[config.mk]
export PLATFORM = sky130hd
export DESIGN_NAME = tile_row_decoder
export DESIGN_NICKNAME = d
export VERILOG_FILES = /design/src/rtl/tile_dec_pkg.sv /design/src/rtl/tile_dec_fetch.sv /design/src/rtl/tile_dec_unpack.sv /design/src/rtl/tile_dec_emit.sv /design/src/rtl/tile_row_decoder.sv
export SDC_FILE = /design/constraint.sdc
export NUM_CORES = 1
export LEC_CHECK = 0
export BUFFER_PORTS_ARGS = -buffer_cell sky130_fd_sc_hd__buf_4
export CAP_MARGIN = 20
export CORE_MARGIN = 3
export CORE_UTILIZATION = 55
export CTS_CLUSTER_DIAMETER = 50
export DETAILED_ROUTE_END_ITERATION = 8
export GPL_TIMING_DRIVEN = 0
export PLACE_DENSITY = 0.91
export SLEW_MARGIN = 20
export SYNTH_ARGS = -nofsm -noshare
export SYNTH_HDL_FRONTEND = slang
export SYNTH_SLANG_ARGS = --single-unit
export TNS_END_PERCENT = 30
[constraint.sdc]
create_clock -name clk_i -period 2.88 [get_ports clk_i]
set_clock_uncertainty 0.15 [all_clocks]
set_input_delay 0.576 -clock clk_i [delete_from_list [all_inputs] [get_ports clk_i]]
set_output_delay 0.576 -clock clk_i [all_outputs]
set_load 0.05 [all_outputs]
[src/rtl/tile_dec_pkg.sv]
package tile_dec_pkg;
  localparam int NAME_W  = 16;
  localparam int ROW_W   = 3;
  localparam int LAYER_N = 4;
  localparam int LAYER_W = $clog2(LAYER_N);
  localparam int ADDR_W  = 18;
  localparam int WORD_W  = 32;
  localparam int PIX_N   = 8;
  localparam int CNT_W   = $clog2(PIX_N);
  localparam int SLOT_W  = 8;
  localparam int NIB_W   = WORD_W / PIX_N;
  localparam int BYTE_N  = WORD_W / SLOT_W;
  localparam int PAL_W   = 15;
  localparam int PAT_W   = 15;  // name bit 15 on top, bits 13:0 below
  localparam int PHI_W   = 11;  // name bits 14:4

  typedef logic [SLOT_W-1:0] slot_t;
  typedef enum logic [1:0] {F_IDLE, F_REQ, F_WAIT} fetch_st_e;

  // pat = {name[15], name[13:0]}
  function automatic logic [ADDR_W-1:0] row_addr(input logic [PAT_W-1:0] pat,
                                                 input logic [ROW_W-1:0] row,
                                                 input logic m4, input logic hi);
    if (m4) return {pat[13:0], pat[14], row};
    return {pat[13:0], row, hi};
  endfunction

  // phi = name[14:4]
  function automatic logic [PAL_W-1:0] pal_idx(input logic [PHI_W-1:0] phi,
                                               input slot_t slot, input logic m4);
    if (m4) return {phi, slot[NIB_W-1:0]};
    return {phi[PHI_W-1:4], slot};
  endfunction
endpackage

[src/rtl/tile_dec_fetch.sv]
module tile_dec_fetch
  import tile_dec_pkg::*;
(
  input  logic              clk_i,
  input  logic              rst_ni,
  input  logic              start_i,
  input  logic              m4_i,
  input  logic [PAT_W-1:0]  pat_i,
  input  logic [ROW_W-1:0]  row_i,
  output logic              mem_req_o,
  output logic [ADDR_W-1:0] mem_addr_o,
  input  logic              mem_gnt_i,
  input  logic              mem_rvalid_i,
  output logic              load_o,
  output logic              load_hi_o
);
  fetch_st_e st_q;
  logic      hi_q;

  always_ff @(posedge clk_i or negedge rst_ni) begin
    if (!rst_ni) begin
      st_q <= F_IDLE;
      hi_q <= 1'b0;
    end else begin
      case (st_q)
        F_IDLE: if (start_i) begin
          st_q <= F_REQ;
          hi_q <= 1'b0;
        end
        F_REQ: if (mem_gnt_i) st_q <= F_WAIT;
        F_WAIT: if (mem_rvalid_i) begin
          if (!m4_i && !hi_q) begin
            hi_q <= 1'b1;
            st_q <= F_REQ;
          end else begin
            st_q <= F_IDLE;
          end
        end
        default: st_q <= F_IDLE;
      endcase
    end
  end

  assign mem_req_o  = (st_q == F_REQ);
  assign mem_addr_o = row_addr(pat_i, row_i, m4_i, hi_q);
  assign load_o     = (st_q == F_WAIT) && mem_rvalid_i;
  assign load_hi_o  = hi_q;
endmodule

[src/rtl/tile_dec_unpack.sv]
module tile_dec_unpack
  import tile_dec_pkg::*;
(
  input  logic [WORD_W-1:0]             word_i,
  output logic [PIX_N-1:0][SLOT_W-1:0]  nib_o,
  output logic [BYTE_N-1:0][SLOT_W-1:0] byte_o
);
  for (genvar k = 0; k < PIX_N; k++) begin : g_nib
    assign nib_o[k] = {{(SLOT_W-NIB_W){1'b0}}, word_i[WORD_W-1-NIB_W*k -: NIB_W]};
  end
  for (genvar k = 0; k < BYTE_N; k++) begin : g_byte
    assign byte_o[k] = word_i[WORD_W-1-SLOT_W*k -: SLOT_W];
  end
endmodule

[src/rtl/tile_dec_emit.sv]
module tile_dec_emit
  import tile_dec_pkg::*;
(
  input  logic                          clk_i,
  input  logic                          rst_ni,
  input  logic                          start_i,
  input  logic                          m4_i,
  input  logic [PHI_W-1:0]              phi_i,
  input  logic                          load_i,
  input  logic                          load_hi_i,
  input  logic [PIX_N-1:0][SLOT_W-1:0]  nib_i,
  input  logic [BYTE_N-1:0][SLOT_W-1:0] byte_i,
  output logic                          pix_valid_o,
  input  logic                          pix_ready_i,
  output logic [PAL_W-1:0]              pix_idx_o,
  output logic                          pix_last_o,
  output logic                          done_o
);
  logic [PIX_N-1:0][SLOT_W-1:0] slot_q;
  logic                         lo_ok_q, hi_ok_q;
  logic [CNT_W-1:0]             cnt_q;
  logic                         fire;

  assign pix_valid_o = cnt_q[CNT_W-1] ? hi_ok_q : lo_ok_q;
  assign fire        = pix_valid_o && pix_ready_i;
  assign pix_last_o  = (cnt_q == CNT_W'(PIX_N-1));
  assign done_o      = fire && pix_last_o;
  assign pix_idx_o   = pal_idx(phi_i, slot_q[cnt_q], m4_i);

  always_ff @(posedge clk_i or negedge rst_ni) begin
    if (!rst_ni) begin
      slot_q  <= '0;
      lo_ok_q <= 1'b0;
      hi_ok_q <= 1'b0;
      cnt_q   <= '0;
    end else begin
      if (load_i) begin
        if (m4_i) begin
          slot_q  <= nib_i;
          lo_ok_q <= 1'b1;
          hi_ok_q <= 1'b1;
        end else if (!load_hi_i) begin
          for (int k = 0; k < BYTE_N; k++) slot_q[k] <= byte_i[k];
          lo_ok_q <= 1'b1;
        end else begin
          for (int k = 0; k < BYTE_N; k++) slot_q[BYTE_N+k] <= byte_i[k];
          hi_ok_q <= 1'b1;
        end
      end
      if (fire) cnt_q <= cnt_q + 1'b1;
      if (done_o || start_i) begin
        lo_ok_q <= 1'b0;
        hi_ok_q <= 1'b0;
        cnt_q   <= '0;
      end
    end
  end
endmodule

[src/rtl/tile_row_decoder.sv]
module tile_row_decoder
  import tile_dec_pkg::*;
(
  input  logic               clk_i,
  input  logic               rst_ni,
  input  logic               ent_valid_i,
  output logic               ent_ready_o,
  input  logic [NAME_W-1:0]  ent_name_i,
  input  logic [ROW_W-1:0]   ent_row_i,
  input  logic [LAYER_W-1:0] ent_layer_i,
  input  logic [LAYER_N-1:0] depth_cfg_i,
  output logic               mem_req_o,
  output logic [ADDR_W-1:0]  mem_addr_o,
  input  logic               mem_gnt_i,
  input  logic               mem_rvalid_i,
  input  logic [WORD_W-1:0]  mem_rdata_i,
  output logic               pix_valid_o,
  input  logic               pix_ready_i,
  output logic [PAL_W-1:0]   pix_idx_o,
  output logic               pix_last_o
);
  logic               busy_q, m4_q, accept, done, load, load_hi;
  logic [NAME_W-1:0]  name_q;
  logic [ROW_W-1:0]   row_q;
  logic [PIX_N-1:0][SLOT_W-1:0]  nib;
  logic [BYTE_N-1:0][SLOT_W-1:0] bytes;

  assign ent_ready_o = !busy_q;
  assign accept      = ent_valid_i && !busy_q;

  always_ff @(posedge clk_i or negedge rst_ni) begin
    if (!rst_ni) begin
      busy_q <= 1'b0;
      m4_q   <= 1'b0;
      name_q <= '0;
      row_q  <= '0;
    end else if (accept) begin
      busy_q <= 1'b1;
      m4_q   <= depth_cfg_i[ent_layer_i];
      name_q <= ent_name_i;
      row_q  <= ent_row_i;
    end else if (done) begin
      busy_q <= 1'b0;
    end
  end

  tile_dec_fetch i_fetch (
    .clk_i, .rst_ni,
    .start_i     (accept),
    .m4_i        (m4_q),
    .pat_i       ({name_q[15], name_q[13:0]}),
    .row_i       (row_q),
    .mem_req_o, .mem_addr_o, .mem_gnt_i, .mem_rvalid_i,
    .load_o      (load),
    .load_hi_o   (load_hi)
  );

  tile_dec_unpack i_unpack (
    .word_i (mem_rdata_i),
    .nib_o  (nib),
    .byte_o (bytes)
  );

  tile_dec_emit i_emit (
    .clk_i, .rst_ni,
    .start_i     (accept),
    .m4_i        (m4_q),
    .phi_i       (name_q[14:4]),
    .load_i      (load),
    .load_hi_i   (load_hi),
    .nib_i       (nib),
    .byte_i      (bytes),
    .pix_valid_o, .pix_ready_i, .pix_idx_o, .pix_last_o,
    .done_o      (done)
  );
endmodule

==> flow_summary.yaml <==
pwr:
  p_leak_nw: 3.02
  p_comb_frac: 0.556
  sw_frac_of_total: 0.440
  p_per_area_nw_per_um2: 1140
  internal_power_w: 0.00379
  clkPwrFrac: 0.122
  p_switching_w: 0.00298
  vdd_ir_drop_max_uv: 610
  pwr-share-seq: 0.322
yosys:
  synth_flop_cell: "dfrtp_1"
  async_flop_share: 1.00
  synth.most_common_cell: "dfrtp_1"
  syn_area_per_cell_um2: 12.7
  syn_inst: 382
  netlist_area_um2: 4850
  synth_top_area_share: 0.480
  ys_types: 34
  ys_ff_latch: 93
  synth-edff-count: 0
  ys_seq_area_frac: 0.480
  yosysTopAreaCell: "dfrtp_1"
  synth_area_leaders: "dfrtp_1 (48%), mux2_1 (18%), buf_4 (4.2%), mux2_2 (4.2%), nand2_1 (4.2%)"
  synth_common_cells: "dfrtp_1 (93), mux2_1 (76), nand2_1 (54)"
  syn_nets: 447
  yosysWarnings: 0
global_route:
  grt_util_all_layers: 0.245
  grt_pass1_vias: 3609
  grt_first_pass_wirelength_mm: 18.6
  grt_max_degree: 54
  antenna_found_initial: 0
  grt_overflow: 0
min_path:
  hp-class: "input pin to asynchronous set/reset pin"
run_status:
  status: "completed"
setup_path:
  startpoint_type: "register"
  arrival_ns: 2.07
  cp.required_ns: 2.15
  r2r_slack_ns: 0.95
  cp-end-kind: "output port"
  setup.worst_path.start: "i_emit.cnt_q[1]"
  r2r_cells: 4
  reg2reg_from: "i_fetch.st_q[0]"
  worstReg2RegEnd: "i_emit.slot_q[32]"
  endpoint: "pix_idx_o[2]"
  worstSetupPathType: "register to output port"
  crit_fanout: 10
cts:
  cts.sinks: 93
  h-tree-depth: 3
  cts_tree: "yes"
  root_buffer: "clkbuf_8"
  cts_setup_buffers: 0
  cts_buffers: 9
  insertion_delay_ns: 0.36
  cts_hold_buf: 0
  clockBufferDepth: 2
  path_clk_slew_ns: 0.09
  cts_resized: 0
floorplan:
  die_x_um: 99.9
  core_um2: 8380
  initial_core_util: 0.579
  die_h_um: 99.9
  rows: 33
  die_area_um2: 9990
  ios: 100
placed_design:
  portBuffers: 99
  routabilityCongestion: 0.902
  dp_hpwl_mm: 8.66
timing:
  finalSetupViolCount: 0
  fin_tns_setup_ns: 0
  finalCritPeriodShare: 0.971
  relSlewSlack: 0.631
  slew_viol_final: 0
  fmax_ghz: 0.358
  period_needed_ns: 2.80
  rsz0062_at_grt: "no"
  worstMarginPinSlew_ns: 0.554
  hold_violations: 0
route:
  routed_wl_mm: 11.7
  drc: 0
  vias_per_cell: 5.68
  drt_iter0_drc: 205
  vias: 3428
  antenna_left: 0
  drtPass1Iterations: 4
  wire_per_inst_um: 19.4
run:
  cap_violations: 0
final_layout:
  nFillCells: 576
  fin_util: 0.709
  nets: 558
  layout-area-overhead-vs-synth_pct: 22.4
  diodes: 0
  drive_above_1_share: 0.378
-- routing by layer --
layer | vias up | global-route usage | routed length [um]
li1 | 1539 | - | -
met1 | 1705 | 0.303 | 4500
met2 | 147 | 0.407 | 5950
met3 | 37 | 0.0521 | 811
met4 | 0 | 0.121 | 435
met5 | - | 0 | 0
-- layout make-up --
class | instances | area (um2) | share of cell area
multi-input cells | 243 | 2200 | 0.371
plain buffers | 42 | 309 | 0.0520
clock inverters | 5 | 33.8 | 0.00569
well taps | 105 | 131 | 0.0221
inverters | 4 | 15.0 | 0.00253
clock buffers | 11 | 151 | 0.0255
flip-flops and latches | 93 | 2330 | 0.392
repair buffers | 100 | 771 | 0.130
-- per-stage QoR --
| stage | cells | setup slack (ns) | power [W] | cell area [um2] | hold slack, ns |
|---|---|---|---|---|---|
| finish | 603 | 0.0835 | 0.00676 | 5940 | 0.0426 |
| CTS | 603 | 0.0861 | 0.00679 | 5940 | 0.0506 |
| global placement | 586 | 0.507 | 0.00578 | 5730 | 0.312 |
| floorplan | 382 | 0.472 | 0.00489 | 4850 | 0.130 |
| detailed placement | 587 | 0.488 | 0.00595 | 5750 | 0.321 |
| global route | 603 | 0.000703 | 0.00712 | 5940 | 0.0745 |
-- worst min path at each step --
stage          slack, ns         startpoint  cells past startpoint                end
2_1_floorplan       0.13             rst_ni                      0             busy_q
3_3_place_gp        0.31  i_emit.slot_q[19]                      1  i_emit.slot_q[19]
3_5_place_dp        0.32  i_emit.slot_q[57]                      1  i_emit.slot_q[57]
4_1_cts             0.05             rst_ni                      1  i_emit.slot_q[27]
5_1_grt             0.07             rst_ni                      1  i_emit.slot_q[19]
6_report            0.04             rst_ni                      1  i_emit.slot_q[27]
-- cells in the final DEF (no fill, tap or decap), drive strengths merged, types with 2 or more instances in the layout --
cell	synthesis	final
mux2i	17	17
nand2b	13	13
nor2b	18	18
mux4	13	13
o21ai	12	12
ha	2	2
nand2	54	54
inv	4	5
nor2	3	3
clkbuf	3	14
nand4b	3	3
o21a	2	2
clkinvlp	0	2
dfrtp	93	93
clkinv	0	2
buf	39	139
mux2	96	96
a21oi	4	4
-- power by group through the flow --
stage	logic [W]	registers, W	clock network [W]
finish	0.00376	0.00218	0.000826
floorplan	0.00279	0.00210	0
CTS	0.00377	0.00218	0.000836
global placement	0.00363	0.00215	0
global route	0.00398	0.00224	0.000892
detailed placement	0.00375	0.00220	0
-- flip-flops by register name, indices dropped and copies added (netlist names) --
signal / count
i_emit.slot_q: 64
i_fetch.load_hi_o: 1
m4_q: 1
i_fetch.st_q: 2
i_emit.lo_ok_q: 1
busy_q: 1
name_q: 16
i_emit.hi_ok_q: 1
i_emit.cnt_q: 3
row_q: 3
-- worst max-delay path, cell delays in order, from the launching register on --
cell	delay (ns)
dfrtp_1	0.48
buf_2	0.35
mux4_1	0.38
mux2_2	0.30
buf_4	0.19
-- kinds of logic (layout without fill, tap and decap cells) --
group | count (synthesis) | in the layout | synth area share
buf+inv | 46 | 162 | 0.0668
simple gates | 95 | 95 | 0.0959
fa+ha+maj | 2 | 2 | 0.00516
mux | 126 | 126 | 0.324
compound gates | 20 | 20 | 0.0281
flops | 93 | 93 | 0.480
Power figures use the tool's default switching activity.
